## src/rtl/mmu_ctl_pkg.sv

```systemverilog
package mmu_ctl_pkg;

  localparam int DATA_W   = 32;
  localparam int CODE_W   = 11;
  localparam int AUX_W    = 4;
  localparam int ASID_W   = 8;
  localparam int INVAL_BIT = 2;
  localparam int RFC_W    = 16;
  localparam int N_CODES  = 3;

  localparam int OFF_CTRL     = 'h00;
  localparam int OFF_ENTRY_HI = 'h04;
  localparam int OFF_ENTRY_LO = 'h08;
  localparam int OFF_TBL_BASE = 'h0C;
  localparam int OFF_FAULT    = 'h10;
  localparam int OFF_AUX      = 'h14;
  localparam int OFF_CODE0    = 'h20;
  localparam int OFF_ID_VER   = 'h30;
  localparam int OFF_ID_CACHE = 'h40;
  localparam int OFF_ID_REV   = 'h44;
  localparam int OFF_QUIET0   = 'h50;
  localparam int N_QUIET      = 4;
  localparam int OFF_REFRESH  = 'h60;

  typedef enum logic [1:0] {
    SZ_BYTE = 2'd0,
    SZ_HALF = 2'd1,
    SZ_WORD = 2'd2,
    SZ_BAD  = 2'd3
  } acc_size_e;

  typedef enum logic [3:0] {
    RS_NONE,
    RS_CTRL,
    RS_ENTRY_HI,
    RS_ENTRY_LO,
    RS_TBL_BASE,
    RS_FAULT,
    RS_AUX,
    RS_CODE0,
    RS_CODE1,
    RS_CODE2,
    RS_ID_VER,
    RS_ID_CACHE,
    RS_ID_REV,
    RS_QUIET,
    RS_REFRESH
  } reg_sel_e;

  typedef struct packed {
    logic [DATA_W-1:0] ctrl;
    logic [DATA_W-1:0] entry_hi;
    logic [DATA_W-1:0] entry_lo;
    logic [DATA_W-1:0] tbl_base;
    logic [DATA_W-1:0] fault;
    logic [DATA_W-1:0] aux;
  } mmu_state_t;

endpackage

```

## src/rtl/mmu_reg_decode.sv

```systemverilog
module mmu_reg_decode
  import mmu_ctl_pkg::*;
#(
  parameter int ADDR_W = 8
) (
  input  logic [ADDR_W-1:0] addr_i,
  input  logic [1:0]        size_i,
  input  logic              we_i,
  output reg_sel_e          sel_o,
  output logic              ok_o
);

  reg_sel_e  sel;
  acc_size_e need;
  logic      ro;

  always_comb begin
    sel  = RS_NONE;
    need = SZ_WORD;
    ro   = 1'b0;
    for (int q = 0; q < N_QUIET; q++) begin
      if (addr_i == ADDR_W'(OFF_QUIET0 + 4*q)) sel = RS_QUIET;
    end
    for (int c = 0; c < N_CODES; c++) begin
      if (addr_i == ADDR_W'(OFF_CODE0 + 4*c)) sel = reg_sel_e'(int'(RS_CODE0) + c);
    end
    if (addr_i == ADDR_W'(OFF_CTRL))     sel = RS_CTRL;
    if (addr_i == ADDR_W'(OFF_ENTRY_HI)) sel = RS_ENTRY_HI;
    if (addr_i == ADDR_W'(OFF_ENTRY_LO)) sel = RS_ENTRY_LO;
    if (addr_i == ADDR_W'(OFF_TBL_BASE)) sel = RS_TBL_BASE;
    if (addr_i == ADDR_W'(OFF_FAULT))    sel = RS_FAULT;
    if (addr_i == ADDR_W'(OFF_AUX))      sel = RS_AUX;
    if (addr_i == ADDR_W'(OFF_ID_VER))   sel = RS_ID_VER;
    if (addr_i == ADDR_W'(OFF_ID_CACHE)) sel = RS_ID_CACHE;
    if (addr_i == ADDR_W'(OFF_ID_REV))   sel = RS_ID_REV;
    if (addr_i == ADDR_W'(OFF_REFRESH)) begin
      sel  = RS_REFRESH;
      need = SZ_HALF;
    end
    ro = (sel == RS_ID_VER) || (sel == RS_ID_CACHE) || (sel == RS_ID_REV);
  end

  assign sel_o = sel;
  assign ok_o  = (sel != RS_NONE) && (size_i == need) && !(we_i && ro);

endmodule

```

## src/rtl/mmu_reg_store.sv

```systemverilog
module mmu_reg_store
  import mmu_ctl_pkg::*;
(
  input  logic                            clk,
  input  logic                            rst_n,
  input  logic                            wr_en_i,
  input  reg_sel_e                        sel_i,
  input  logic [DATA_W-1:0]               wdata_i,
  output mmu_state_t                      st_o,
  output logic [N_CODES-1:0][DATA_W-1:0]  codes_o,
  output logic                            inval_o,
  output logic                            flush_o
);

  localparam logic [DATA_W-1:0] INVAL_MASK = ~(DATA_W'(1) << INVAL_BIT);

  mmu_state_t st_q, st_d;

  always_comb begin
    st_d    = st_q;
    inval_o = 1'b0;
    flush_o = 1'b0;
    if (wr_en_i) begin
      case (sel_i)
        RS_CTRL: begin
          inval_o  = wdata_i[INVAL_BIT];
          st_d.ctrl = wdata_i & INVAL_MASK;
        end
        RS_ENTRY_HI: begin
          flush_o       = wdata_i[ASID_W-1:0] != st_q.entry_hi[ASID_W-1:0];
          st_d.entry_hi = wdata_i;
        end
        RS_ENTRY_LO: st_d.entry_lo = wdata_i;
        RS_TBL_BASE: st_d.tbl_base = wdata_i;
        RS_FAULT:    st_d.fault    = wdata_i;
        RS_AUX:      st_d.aux      = {{(DATA_W-AUX_W){1'b0}}, wdata_i[AUX_W-1:0]};
        default: ;
      endcase
    end
  end

  always_ff @(posedge clk or negedge rst_n) begin
    if (!rst_n) st_q <= '0;
    else        st_q <= st_d;
  end

  assign st_o = st_q;

  for (genvar g = 0; g < N_CODES; g++) begin : g_code
    logic              en;
    logic [CODE_W-1:0] code_q;
    assign en = wr_en_i && (sel_i == reg_sel_e'(int'(RS_CODE0) + g));
    always_ff @(posedge clk or negedge rst_n) begin
      if (!rst_n)  code_q <= '0;
      else if (en) code_q <= wdata_i[CODE_W-1:0];
    end
    assign codes_o[g] = {{(DATA_W-CODE_W){1'b0}}, code_q};
  end

  // the invalidate request bit never survives into storage
  a_r3_inval_bit_clear: assert property (@(posedge clk) disable iff (!rst_n)
    !st_q.ctrl[INVAL_BIT]);
  // auxiliary word never holds bits above its field
  a_r6_aux_width: assert property (@(posedge clk) disable iff (!rst_n)
    (st_q.aux >> AUX_W) == '0);
  // entry-high may only change through a write cycle
  a_r4_hi_stable_idle: assert property (@(posedge clk) disable iff (!rst_n)
    !wr_en_i |=> $stable(st_q.entry_hi));

endmodule

```

## src/rtl/mmu_refresh_ctr.sv

```systemverilog
module mmu_refresh_ctr #(
  parameter int W = 16
) (
  input  logic         clk,
  input  logic         rst_n,
  input  logic         rd_en_i,
  input  logic         wr_en_i,
  input  logic [W-1:0] wdata_i,
  output logic [W-1:0] cnt_o
);

  logic [W-1:0] cnt_q, cnt_d;
  logic         cnt_en;

  always_comb begin
    cnt_en = rd_en_i || wr_en_i;
    cnt_d  = wr_en_i ? wdata_i : cnt_q + W'(1);
  end

  always_ff @(posedge clk or negedge rst_n) begin
    if (!rst_n)      cnt_q <= '0;
    else if (cnt_en) cnt_q <= cnt_d;
  end

  assign cnt_o = cnt_q;

  // each read advances the counter by exactly one, modulo width
  a_r8_read_steps: assert property (@(posedge clk) disable iff (!rst_n)
    (rd_en_i && !wr_en_i) |=> cnt_q == $past(cnt_q) + W'(1));

endmodule

```

## src/rtl/mmu_ctl_regfile.sv

```systemverilog
module mmu_ctl_regfile
  import mmu_ctl_pkg::*;
#(
  parameter int          ADDR_W   = 8,
  parameter logic [31:0] VER_ID   = 32'h0A11_0C07,
  parameter logic [31:0] CACHE_ID = 32'h2000_8403,
  parameter logic [31:0] REV_ID   = 32'h0000_0113
) (
  input  logic              clk,
  input  logic              rst_n,
  input  logic              req_i,
  input  logic              we_i,
  input  logic [ADDR_W-1:0] addr_i,
  input  logic [1:0]        size_i,
  input  logic [31:0]       wdata_i,
  output logic              rsp_vld_o,
  output logic [31:0]       rdata_o,
  output logic              berr_o,
  output logic              tlb_inval_o,
  output logic              tlb_flush_o
);

  reg_sel_e                        sel;
  logic                            acc_ok;
  logic                            wr_en, rd_en;
  mmu_state_t                      st;
  logic [N_CODES-1:0][DATA_W-1:0]  codes;
  logic                            inval_d, flush_d;
  logic [RFC_W-1:0]                rfc;
  logic [DATA_W-1:0]               rmux;

  logic              vld_q, berr_q, inval_q, flush_q;
  logic [DATA_W-1:0] rdata_q, rdata_d;
  logic              vld_d, berr_d;

  mmu_reg_decode #(.ADDR_W(ADDR_W)) u_dec (
    .addr_i (addr_i),
    .size_i (size_i),
    .we_i   (we_i),
    .sel_o  (sel),
    .ok_o   (acc_ok)
  );

  assign wr_en = req_i && we_i && acc_ok;
  assign rd_en = req_i && !we_i && acc_ok;

  mmu_reg_store u_store (
    .clk     (clk),
    .rst_n   (rst_n),
    .wr_en_i (wr_en),
    .sel_i   (sel),
    .wdata_i (wdata_i),
    .st_o    (st),
    .codes_o (codes),
    .inval_o (inval_d),
    .flush_o (flush_d)
  );

  mmu_refresh_ctr #(.W(RFC_W)) u_rfc (
    .clk     (clk),
    .rst_n   (rst_n),
    .rd_en_i (rd_en && (sel == RS_REFRESH)),
    .wr_en_i (wr_en && (sel == RS_REFRESH)),
    .wdata_i (wdata_i[RFC_W-1:0]),
    .cnt_o   (rfc)
  );

  always_comb begin
    case (sel)
      RS_CTRL:     rmux = st.ctrl;
      RS_ENTRY_HI: rmux = st.entry_hi;
      RS_ENTRY_LO: rmux = st.entry_lo;
      RS_TBL_BASE: rmux = st.tbl_base;
      RS_FAULT:    rmux = st.fault;
      RS_AUX:      rmux = st.aux;
      RS_CODE0:    rmux = codes[0];
      RS_CODE1:    rmux = codes[1];
      RS_CODE2:    rmux = codes[2];
      RS_ID_VER:   rmux = VER_ID;
      RS_ID_CACHE: rmux = CACHE_ID;
      RS_ID_REV:   rmux = REV_ID;
      RS_REFRESH:  rmux = {{(DATA_W-RFC_W){1'b0}}, rfc};
      default:     rmux = '0;
    endcase
  end

  always_comb begin
    vld_d   = req_i;
    berr_d  = req_i && !acc_ok;
    rdata_d = rd_en ? rmux : '0;
  end

  always_ff @(posedge clk or negedge rst_n) begin
    if (!rst_n) begin
      vld_q   <= 1'b0;
      berr_q  <= 1'b0;
      inval_q <= 1'b0;
      flush_q <= 1'b0;
      rdata_q <= '0;
    end else begin
      vld_q   <= vld_d;
      berr_q  <= berr_d;
      inval_q <= inval_d;
      flush_q <= flush_d;
      rdata_q <= rdata_d;
    end
  end

  assign rsp_vld_o   = vld_q;
  assign berr_o      = berr_q;
  assign tlb_inval_o = inval_q;
  assign tlb_flush_o = flush_q;
  assign rdata_o     = rdata_q;

  // a request is always answered in the next cycle
  a_r11_rsp_follows_req: assert property (@(posedge clk) disable iff (!rst_n)
    req_i |=> rsp_vld_o);
  a_r11_no_spurious_rsp: assert property (@(posedge clk) disable iff (!rst_n)
    !req_i |=> !rsp_vld_o);
  // an error response carries no data
  a_r10_berr_zero_data: assert property (@(posedge clk) disable iff (!rst_n)
    berr_o |-> (rdata_o == '0) && rsp_vld_o);
  // invalidate pulses only accompany a good response
  a_r3_inval_on_rsp: assert property (@(posedge clk) disable iff (!rst_n)
    tlb_inval_o |-> rsp_vld_o && !berr_o);
  // a flush pulse coincides with a changed identifier byte
  a_r4_flush_asid_moved: assert property (@(posedge clk) disable iff (!rst_n)
    tlb_flush_o |-> rsp_vld_o && (st.entry_hi[ASID_W-1:0] != $past(st.entry_hi[ASID_W-1:0])));

endmodule

```

## config.mk

```make
export PLATFORM = sky130hd
export DESIGN_NAME = mmu_ctl_regfile
export DESIGN_NICKNAME = d
export VERILOG_FILES = /design/src/rtl/mmu_ctl_pkg.sv /design/src/rtl/mmu_reg_decode.sv /design/src/rtl/mmu_reg_store.sv /design/src/rtl/mmu_refresh_ctr.sv /design/src/rtl/mmu_ctl_regfile.sv
export SDC_FILE = /design/constraint.sdc
export NUM_CORES = 1
export LEC_CHECK = 0
export BUFFER_PORTS_ARGS = -buffer_cell sky130_fd_sc_hd__buf_2
export CAP_MARGIN = 40
export CORE_AREA = 2 2 173 175
export DETAILED_ROUTE_END_ITERATION = 6
export DIE_AREA = 0 0 175 177
export SLEW_MARGIN = 15
export SYNTH_ARGS = -nofsm -noshare
export SYNTH_HDL_FRONTEND = slang
export SYNTH_SLANG_ARGS = --single-unit
```

## constraint.sdc

```tcl
create_clock -name clk -period 2.9 [get_ports clk]
set_input_delay 0.145 -clock clk [delete_from_list [all_inputs] [get_ports clk]]
set_output_delay 0.145 -clock clk [all_outputs]
set_load 0.05 [all_outputs]
```

==> results.py, run 1 <==
metrics = {
    "setup_path": {
        "arrival_ps": 2460,
        "r2r_end": "u_rfc.cnt_o[12]$_DFFE_PN0P_",
        "r2r-start": "u_rfc.cnt_o[0]$_DFFE_PN0P_",
        "path_max_fanout": 32,
        "reg2reg_slack_ps": 1000,
        "required_ps": 3310,
        "end_kind": "flip-flop",
        "critical_path_class": "input pin to flip-flop",
        "worst-r2r-cell-count": 6,
        "crit_path_start_kind": "input pin",
    },
    "clocking": {
        "cts_resized": 0,
        "postCtsSetupBuffers": 0,
        "cts.htree.levels": 1,
        "cts_sinks": 248,
        "clk_latency_ps": 550,
        "cts-root-buf": "clkbuf_16",
        "cts_buffers": 26,
        "clockBufferDepth": 3,
        "cts_tree": "done",
        "hold_buffers": 25,
        "clk_pin_slew_ps": 70,
    },
    "timing": {
        "slew_headroom": 0.5360,
        "post-route-period-util": 0.7062,
        "slew_viol_final": 0,
        "tightest_slew_ps": 686.3,
        "period_minus_slack_ps": 2048,
        "finalSetupViolations": 0,
        "skew_ps": 21.87,
        "rsz0062_at_grt": "no",
        "hold_viol_final": 0,
        "fmax_mhz": 488.3,
        "setup_tns_ps": 0,
    },
    "power_and_ir_drop": {
        "leakagePower_nw": 6.500,
        "swShare": 0.2225,
        "cellPowerDensity_mw_per_mm2": 546.0,
        "vdd_drop_max_v": 0.0003780,
        "clockPowerShare": 0.481,
        "p_sw_mw": 1.681,
        "p_comb_frac": 0.056,
        "p_int_mw": 5.874,
        "p_seq_frac": 0.464,
    },
    "cells_and_area": {
        "final_area_mm2": 0.01384,
        "area_growth_pct": 19.75,
        "nets": 1085,
        "drive_above_1_share": 0.3696,
        "final_common_cell": "dfrtp_1",
        "fill_cells": 2619,
        "antenna_cells": 0,
        "final_cell_mix": "dfrtp_1 (248), mux2_2 (167), buf_2 (80)",
    },
    "global_routing": {
        "grt_max_degree": 98,
        "grt_first_pass_wirelength_um": 50260,
        "antenna_found_initial": 1,
        "grt-ovfl-total": 0,
        "grt_use_total": 0.2112,
        "grt_pass1_vias": 8359,
    },
    "route": {
        "drtIter0Drc": 764,
        "wire_per_inst_um": 22.15,
        "wl_met2_um": 14860,
        "highest_layer": "met5",
        "route.vias.total": 8177,
        "wl_um": 32070,
        "post-route-drc-count": 0,
        "wl_met3_um": 1830,
        "ant_nets": 0,
        "wl_met1_um": 14650,
        "first_pass_iters": 5,
        "viasPerCell": 5.647,
    },
    "flow_run": {
        "maxCapViolCount": 0,
    },
    "status": {
        "status": "finished clean",
    },
    "yosys": {
        "synth_top_area_cell": "dfrtp_1",
        "synth-main-ff-cell": "dfrtp_1",
        "syn_avg_cell_area_um2": 12.59,
        "ys_warn_count": 0,
        "synthTopCellsByArea": "dfrtp_1 (54%), mux2_2 (16%), mux2i_1 (2.8%)",
        "synth_edf_count": 0,
        "async_reset_ff_frac": 1.000,
        "ys_seq_elements": 248,
        "synthCells": 918,
        "synth_area_mm2": 0.01155,
        "yosysTopAreaCellShare": 0.5371,
        "synth.distinct_cells": 65,
        "syn_nets": 965,
        "ys_seq_area_frac": 0.5371,
    },
    "die": {
        "die_h_um": 177,
        "ios": 82,
        "die-area_mm2": 0.03098,
        "fp.dieW_um": 175,
        "rows": 63,
        "start_util": 0.3951,
        "core_mm2": 0.02924,
    },
    "place": {
        "gp_routability_congestion": 0.9523,
        "place_area_mm2": 0.01264,
        "dp_hpwl_um": 21360,
        "port_buffers": 81,
    },
    "min_path": {
        "hold_class": "input pin to asynchronous set/reset pin",
    },
}
==> critical path, stage by stage <==
cell	delay, ps
buf_2	200
buf_4	200
or4_1	650
nor3_4	180
and3_1	190
nor3b_4	220
buf_12	290
mux2_2	370
==> per-stage QoR <==
stage	power [mW]	cells	utilization	hold WS, ps	setup WS (ps)
finish	7.555	1448	0.4731	39.82	852.1
global route	7.845	1448	0.4731	46.00	768.0
CTS	7.635	1448	0.4731	14.74	898.6
detailed placement	3.960	1375	0.4322	16.04	340.0
global placement	3.959	1374	0.4318	14.91	349.7
floorplan	3.731	918	-	-150.6	620.4
==> cell usage after synthesis (7+ instances only) <==
library cell	instances
buf_2	8
mux2_2	167
mux2_4	20
dfrtp_1	248
buf_4	13
o21ai_0	29
mux2_1	16
nand2_1	46
a21oi_1	54
nand3_1	20
a22oi_1	22
o22ai_1	17
nand4_1	9
clkbuf_1	35
xor2_1	8
buf_1	7
a31oi_1	10
a221oi_1	17
nor2_1	27
mux2i_1	32
a222oi_1	7
nor3_1	14
==> routing by layer <==
metal / global-route usage / vias up
li1: - / 3656
met1: 0.2991 / 4184
met2: 0.3371 / 284
met3: 0.03265 / 51
met4: 0.06111 / 2
met5: 0 / -
==> kinds of logic after synthesis <==
family	count (synthesis)	synth area share
AO/OA/AOI/OAI	177	0.09931
AND/OR/NAND/NOR	172	0.08870
multiplexers	236	0.2340
XOR/XNOR	8	0.006065
buffers and inverters	76	0.03368
flip-flops	248	0.5371
adder cells (fa/ha/maj)	1	0.001083
==> power by group through the flow <==
stage	registers (mW)	logic, mW	clock network, mW
final	3.50	0.421	3.63
after detailed placement	3.57	0.394	0
after global routing	3.50	0.456	3.89
after floorplan	3.57	0.162	0
after global placement	3.56	0.394	0
after CTS	3.50	0.423	3.71
==> worst max-delay path by stage <==
stage	from	end	slack (ps)
2_1_floorplan	addr_i[0]	u_store.st_o[161]$_DFFE_PN0P_	620
3_3_place_gp	addr_i[1]	u_store.st_o[62]$_DFFE_PN0P_	350
3_5_place_dp	addr_i[4]	u_store.st_o[66]$_DFFE_PN0P_	340
4_1_cts	addr_i[4]	u_store.st_o[68]$_DFFE_PN0P_	900
5_1_grt	u_rfc.cnt_o[0]$_DFFE_PN0P_	u_rfc.cnt_o[12]$_DFFE_PN0P_	770
6_report	addr_i[4]	u_store.st_o[68]$_DFFE_PN0P_	850
==> state kept, by name, indices dropped and copies added (netlist names) <==
name,count
u_store.g_code.code_q,33
tlb_inval_o,1
u_store.st_o,163
u_rfc.cnt_o,16
rsp_vld_o,1
rdata_o,32
tlb_flush_o,1
berr_o,1
==> cell type report <==
type,count,area (µm²),area share
timing repair buffer,161,1182,0.08546
tap,390,488.0,0.03527
multi-input combinational,594,4987,0.3605
sequential,248,6206,0.4485
inverter,7,26.28,0.001899
clock buffer,37,752.0,0.05435
clock inverter,11,193.9,0.01402
Power figures use the tool's default switching activity.
==> inputs of run 2 (changes only) <==
--- a/config.mk
+++ b/config.mk
@@ -5,11 +5,12 @@
 export SDC_FILE = /design/constraint.sdc
 export NUM_CORES = 1
 export LEC_CHECK = 0
+export ABC_AREA = 1
 export BUFFER_PORTS_ARGS = -buffer_cell sky130_fd_sc_hd__buf_2
 export CAP_MARGIN = 40
-export CORE_AREA = 2 2 173 175
+export CORE_AREA = 2 2 168 170
 export DETAILED_ROUTE_END_ITERATION = 6
-export DIE_AREA = 0 0 175 177
+export DIE_AREA = 0 0 170 172
 export SLEW_MARGIN = 15
 export SYNTH_ARGS = -nofsm -noshare
 export SYNTH_HDL_FRONTEND = slang
==> constraint.sdc (replaced) <==
create_clock -name clk -period 2 [get_ports clk]
set_input_delay 0.1 -clock clk [delete_from_list [all_inputs] [get_ports clk]]
set_output_delay 0.1 -clock clk [all_outputs]
set_load 0.05 [all_outputs]
==> results.py, run 2 <==
metrics = {
    "cells_and_area": {
        "ff_latch_area_mm2": 0.006206,
        "fill_cells": 2623,
        "antenna_cells": 0,
        "final_common_cell": "nand2_1",
        "multi_input_area_mm2": 0.004031,
        "nets": 1442,
        "drive_above_1_share": 0.1668,
        "area_growth_pct": 25.76,
        "largest_reg_flops": 163,
        "final_cell_mix": "nand2_1 (345), dfrtp_1 (248), o21ai_0 (152)",
    },
    "yosys": {
        "async_reset_ff_frac": 1.000,
        "synthCells": 1231,
        "ys_seq_elements": 248,
        "syn_avg_cell_area_um2": 8.815,
        "synth_area_mm2": 0.01085,
        "synth_top_area_cell": "dfrtp_1",
        "synth.distinct_cells": 38,
        "synthTopCellsByArea": "dfrtp_1 (57%), nand2_1 (12%), o21ai_0 (7.0%)",
        "synth_commonest_cells": "nand2_1 (346), dfrtp_1 (248), o21ai_0 (152)",
        "synth-main-ff-cell": "dfrtp_1",
        "synth.most_common_cell": "nand2_1",
        "syn_nets": 1278,
        "ys_warn_count": 0,
        "ys_seq_area_frac": 0.5719,
        "synth_edf_count": 0,
        "yosysTopAreaCellShare": 0.5719,
    },
    "power_and_ir_drop": {
        "vdd_drop_max_v": 0.0005649,
        "leakagePower_nw": 6.613,
        "cellPowerDensity_mw_per_mm2": 795.4,
    },
    "die": {
        "start_util": 0.3949,
        "die_h_um": 172,
        "rows": 61,
        "die-area_mm2": 0.02924,
        "ios": 82,
        "fp.dieW_um": 170,
        "core_mm2": 0.02748,
    },
    "setup_path": {
        "slowest_delay_ps": 390,
        "required_ps": 2430,
        "path_max_fanout": 4,
        "critical_path_class": "flip-flop to flip-flop",
        "cp_common_cell": "nand2_1",
        "end_kind": "flip-flop",
        "arrival_ps": 2210,
        "crit_path_cell_trace": "ha_1 > nand4_1 > nor2_1 > nand2_1 > nor3_2 > nand3_1 > xnor2_1 > inv_1 > nand2_1 > nand3_1 > nand2_1",
        "reg2reg_slack_ps": 220,
        "worst_path_max_delay_cell": "dfrtp_1",
        "crit_path_start_kind": "flip-flop",
    },
    "route": {
        "post-route-drc-count": 0,
        "first_pass_iters": 5,
        "ant_nets": 0,
        "viasPerCell": 5.162,
        "drtIter0Drc": 757,
        "wl_um": 30750,
        "route.vias.total": 9090,
        "wire_per_inst_um": 17.46,
    },
    "global_routing": {
        "grt-ovfl-total": 0,
        "grt_first_pass_wirelength_um": 49670,
        "grt_max_degree": 65,
        "antenna_found_initial": 0,
        "grt_use_total": 0.2163,
        "grt_pass1_vias": 9057,
    },
    "timing": {
        "rsz0062_at_grt": "no",
        "slew_viol_final": 0,
        "period_minus_slack_ps": 1777,
        "finalSetupViolations": 0,
        "tightest_slew_ps": 522.9,
        "post-route-period-util": 0.8883,
        "timing.hold.ws_ps": 21.03,
        "skew_ps": 13.27,
        "fin_ws_ps": 223.5,
        "slew_headroom": 0.6424,
        "fmax_mhz": 562.9,
        "hold_viol_final": 0,
    },
    "clocking": {
        "clockBufferDepth": 3,
        "cts_buffers": 28,
        "clk_latency_ps": 540,
        "cts_sinks": 248,
        "cts.htree.levels": 1,
        "clk_pin_slew_ps": 60,
        "cts-root-buf": "clkbuf_16",
        "cts_tree": "done",
    },
    "status": {
        "status": "finished clean",
    },
    "flow_run": {
        "maxCapViolCount": 0,
    },
    "place": {
        "place_ws_ps": -171.4,
        "dp_hpwl_um": 20160,
        "gp_routability_congestion": 0.8768,
        "port_buffers": 81,
    },
    "min_path": {
        "hold_class": "input pin to flip-flop",
    },
}
-- run 2: cell type report --
class / instances / share of cell area
Clock buffer: 40 / 0.06060
Clock inverter: 10 / 0.01119
Inverter: 97 / 0.02668
Multi-Input combinational cell: 819 / 0.2954
Sequential cell: 248 / 0.4548
Tap cell: 346 / 0.03172
Timing Repair Buffer: 201 / 0.1196
-- run 2: through the flow --
stage	TNS (ps)	std cells	utilization	instance area (µm²)	power (mW)
final	0	1761	0.4967	13650	10.85
after global routing	0	1761	0.4967	13650	11.21
after CTS	0	1761	0.4962	13630	10.96
after detailed placement	-15100	1683	0.4504	12370	5.496
after global placement	-14950	1682	0.4502	12370	5.495
after floorplan	0	1231	-	10850	5.235
-- run 2: cells by family after synthesis --
family          count (synthesis)  synth area share
simple gates                  478            0.1798
fa+ha+maj                       1          0.001153
xor+xnor                       19           0.01533
buf+inv                       164           0.05869
compound gates                321            0.1732
flops                         248            0.5719
-- run 2: worst paths after layout --
kind,from,end,depth (start not counted)
max,u_rfc.cnt_o[0]$_DFFE_PN0P_,u_rfc.cnt_o[14]$_DFFE_PN0P_,11
min,we_i,berr_o$_DFF_PN0_,5
max reg2reg,u_rfc.cnt_o[0]$_DFFE_PN0P_,u_rfc.cnt_o[14]$_DFFE_PN0P_,11
min reg2reg,u_store.st_o[178]$_DFFE_PN0P_,u_store.st_o[178]$_DFFE_PN0P_,2
max in group asynchronous,rst_n,u_store.st_o[177]$_DFFE_PN0P_,3
min in group asynchronous,rst_n,u_store.st_o[102]$_DFFE_PN0P_,2
-- run 2: power breakdown --
part	switching [mW]	leakage, nW	internal (mW)
sequential	0.00410	3.39	5.03
clock	2.05	0.483	3.37
combinational	0.277	2.74	0.133
total	2.33	6.61	8.53
-- run 2: repair_timing --
action / 4_1_cts / 5_1_grt
gates resized for setup: 0 / 3
hold endpoints to repair: 360 / 0
buffers inserted: 0 / 0
setup endpoints to repair: 0 / 3
hold buffers: 28 / 0
-- run 2: metal layers --
metal	wire length, µm	track usage	up-vias
met3	1548	0.02930	35
li1	-	-	4411
met2	14000	0.3492	244
met5	0	0	-
met4	556	0.05537	0
met1	14650	0.3095	4400
-- run 2: worst max-delay path, delay by kind of cell, from the launching register on --
kind	cells	cell delay, ps
AND/OR/NAND/NOR	8	880
adder cells (fa/ha/maj)	1	200
XOR/XNOR	1	140
buffers and inverters	1	60
flip-flops	1	390
==> inputs of run 3 (changes only) <==
--- a/config.mk
+++ b/config.mk
@@ -5,12 +5,11 @@
 export SDC_FILE = /design/constraint.sdc
 export NUM_CORES = 1
 export LEC_CHECK = 0
-export ABC_AREA = 1
 export BUFFER_PORTS_ARGS = -buffer_cell sky130_fd_sc_hd__buf_2
 export CAP_MARGIN = 40
-export CORE_AREA = 2 2 168 170
+export CORE_AREA = 2 2 173 175
 export DETAILED_ROUTE_END_ITERATION = 6
-export DIE_AREA = 0 0 170 172
+export DIE_AREA = 0 0 175 177
 export SLEW_MARGIN = 15
 export SYNTH_ARGS = -nofsm -noshare
 export SYNTH_HDL_FRONTEND = slang
==> results.py, run 3 (synthesized netlist as in run 1, its figures left out) <==
metrics = {
    "global_routing": {
        "grt_pass1_vias": 8668,
        "grt_first_pass_wirelength_um": 51910,
        "grt_max_degree": 62,
        "grt.busiest_layer": "met2",
        "grt-ovfl-total": 0,
        "grtUsageMet3": 0.03372,
        "antenna_found_initial": 2,
        "grtUsageMet2": 0.3389,
        "met1_usage": 0.3166,
        "grt_use_total": 0.2178,
    },
    "cells_and_area": {
        "fill_cells": 2585,
        "area_growth_pct": 25.86,
        "final_cell_mix": "dfrtp_1 (248), mux2_2 (118), buf_4 (111)",
        "ff_latch_area_mm2": 0.006206,
        "multi_input_area_mm2": 0.005209,
        "final_util": 0.4972,
        "final_area_mm2": 0.01454,
        "nets": 1157,
        "final_common_cell": "dfrtp_1",
        "fin_cells": 1519,
        "drive_above_1_share": 0.4101,
        "antenna_cells": 0,
        "largest_reg_flops": 163,
    },
    "clocking": {
        "cts_tree": "done",
        "postCtsSetupBuffers": 0,
        "cts.htree.levels": 1,
        "clockBufferDepth": 3,
        "cts_buffers": 27,
        "clk_latency_ps": 530,
        "clk_pin_slew_ps": 60,
        "cts_sinks": 248,
        "cts_resized": 0,
        "cts-root-buf": "clkbuf_16",
    },
    "die": {
        "core_mm2": 0.02924,
        "rows": 63,
        "start_util": 0.3951,
        "die_h_um": 177,
        "fp.dieW_um": 175,
        "ios": 82,
        "die-area_mm2": 0.03098,
    },
    "route": {
        "ant_nets": 0,
        "drtIter0Drc": 605,
        "wl_um": 33430,
        "route.vias.total": 8419,
        "wire_per_inst_um": 22.01,
        "post-route-drc-count": 0,
        "first_pass_iters": 5,
        "viasPerCell": 5.542,
    },
    "power_and_ir_drop": {
        "swShare": 0.2301,
        "p_int_mw": 8.154,
        "vdd_drop_max_v": 0.0005468,
        "finalPower_mw": 10.59,
        "clockPowerShare": 0.455,
        "p_seq_frac": 0.480,
        "leakagePower_nw": 6.862,
        "p_comb_frac": 0.065,
        "cellPowerDensity_mw_per_mm2": 728.3,
        "p_sw_mw": 2.436,
    },
    "timing": {
        "fin_ws_ps": 202.4,
        "tightest_slew_ps": 550.0,
        "setup_tns_ps": 0,
        "timing.hold.ws_ps": 26.71,
        "slew_viol_final": 0,
        "slew_headroom": 0.6334,
        "period_minus_slack_ps": 1798,
        "post-route-period-util": 0.8988,
        "skew_ps": 6.966,
        "fmax_mhz": 556.3,
        "rsz0062_at_grt": "no",
        "hold_viol_final": 0,
        "finalSetupViolations": 0,
    },
    "setup_path": {
        "crit_path_start_kind": "input pin",
        "end_kind": "flip-flop",
        "path_max_fanout": 11,
        "worst-r2r-cell-count": 7,
        "worst_path_max_delay_cell": "nor4_2",
        "slowest_delay_ps": 460,
        "critical_path_class": "input pin to flip-flop",
        "crit_path_cell_trace": "buf_2 > nor4_4 > and4_1 > nor2_4 > nor4_2 > buf_4 > mux2_2",
        "arrival_ps": 2210,
        "required_ps": 2420,
    },
    "place": {
        "dp_hpwl_um": 23080,
        "gp_routability_congestion": 0.9079,
        "dp.cells": 1442,
        "place_ws_ps": -292.6,
        "port_buffers": 81,
        "place_area_mm2": 0.01340,
    },
    "min_path": {
        "hold_class": "input pin to flip-flop",
        "hold_depth": 2,
    },
    "flow_run": {
        "maxCapViolCount": 0,
    },
    "status": {
        "status": "finished clean",
    },
}
run 3: cell types whose count changed in the layout (fill, tap and decap cells not counted), sizes merged, moves of 12 or more:
cell | before | now
a22o | 27 | 4
mux2i | 0 | 32
buf | 173 | 203
nand2 | 351 | 46
nor2 | 79 | 28
o21ai | 206 | 29
a22oi | 0 | 22
nor3 | 4 | 16
inv | 94 | 9
o22ai | 0 | 17
mux2 | 0 | 203
a21oi | 36 | 54
run 3: worst max-delay path, delay by kind of cell:
kind | cells | cell delay [ps]
muxes | 1 | 360
buffers and inverters | 2 | 410
and+or+nand+nor | 4 | 1340
run 3: cell type report:
class / instances / share of cell area
multi-input combinational: 594 / 0.3582
inverter: 7 / 0.001807
clock inverter: 5 / 0.003958
timing repair buffer: 232 / 0.1210
clock buffer: 43 / 0.05472
tap: 390 / 0.03356
sequential: 248 / 0.4268
run 3: final timing paths:
| kind | start | slack (ps) | to |
|---|---|---|---|
| worst max-delay path | addr_i[1] | 200 | u_store.g_code[2].code_q[5]$_DFFE_PN0P_ |
| min in group asynchronous | rst_n | 70 | u_store.st_o[133]$_DFFE_PN0P_ |
| worst max register to register | u_rfc.cnt_o[1]$_DFFE_PN0P_ | 290 | u_rfc.cnt_o[10]$_DFFE_PN0P_ |
| worst min-delay path | wdata_i[3] | 30 | u_store.st_o[67]$_DFFE_PN0P_ |
| max in group asynchronous | rst_n | 1180 | u_store.st_o[64]$_DFFE_PN0P_ |
| worst min register to register | u_store.st_o[186]$_DFFE_PN0P_ | 480 | u_store.st_o[186]$_DFFE_PN0P_ |
run 3: what timing repair did:
item | CTS | global route
endpoints found under the setup margin | 0 | 0
endpoints found under the hold margin | 347 | 0
hold buffers | 29 | 0
run 3: layer usage:
layer / wire (µm) / up-vias
li1: - / 3797
met1: 15650 / 4299
met2: 15020 / 264
met3: 1951 / 57
met4: 786 / 2
met5: 18 / -
run 3: power groups by stage:
stage               logic (mW)  registers, mW  clock network (mW)
floorplan                0.249           5.17                   0
global route             0.748           5.08                5.14
detailed placement       0.649           5.17                   0
finish                   0.693           5.08                4.82
CTS                      0.694           5.08                4.92
global placement         0.644           5.17                   0
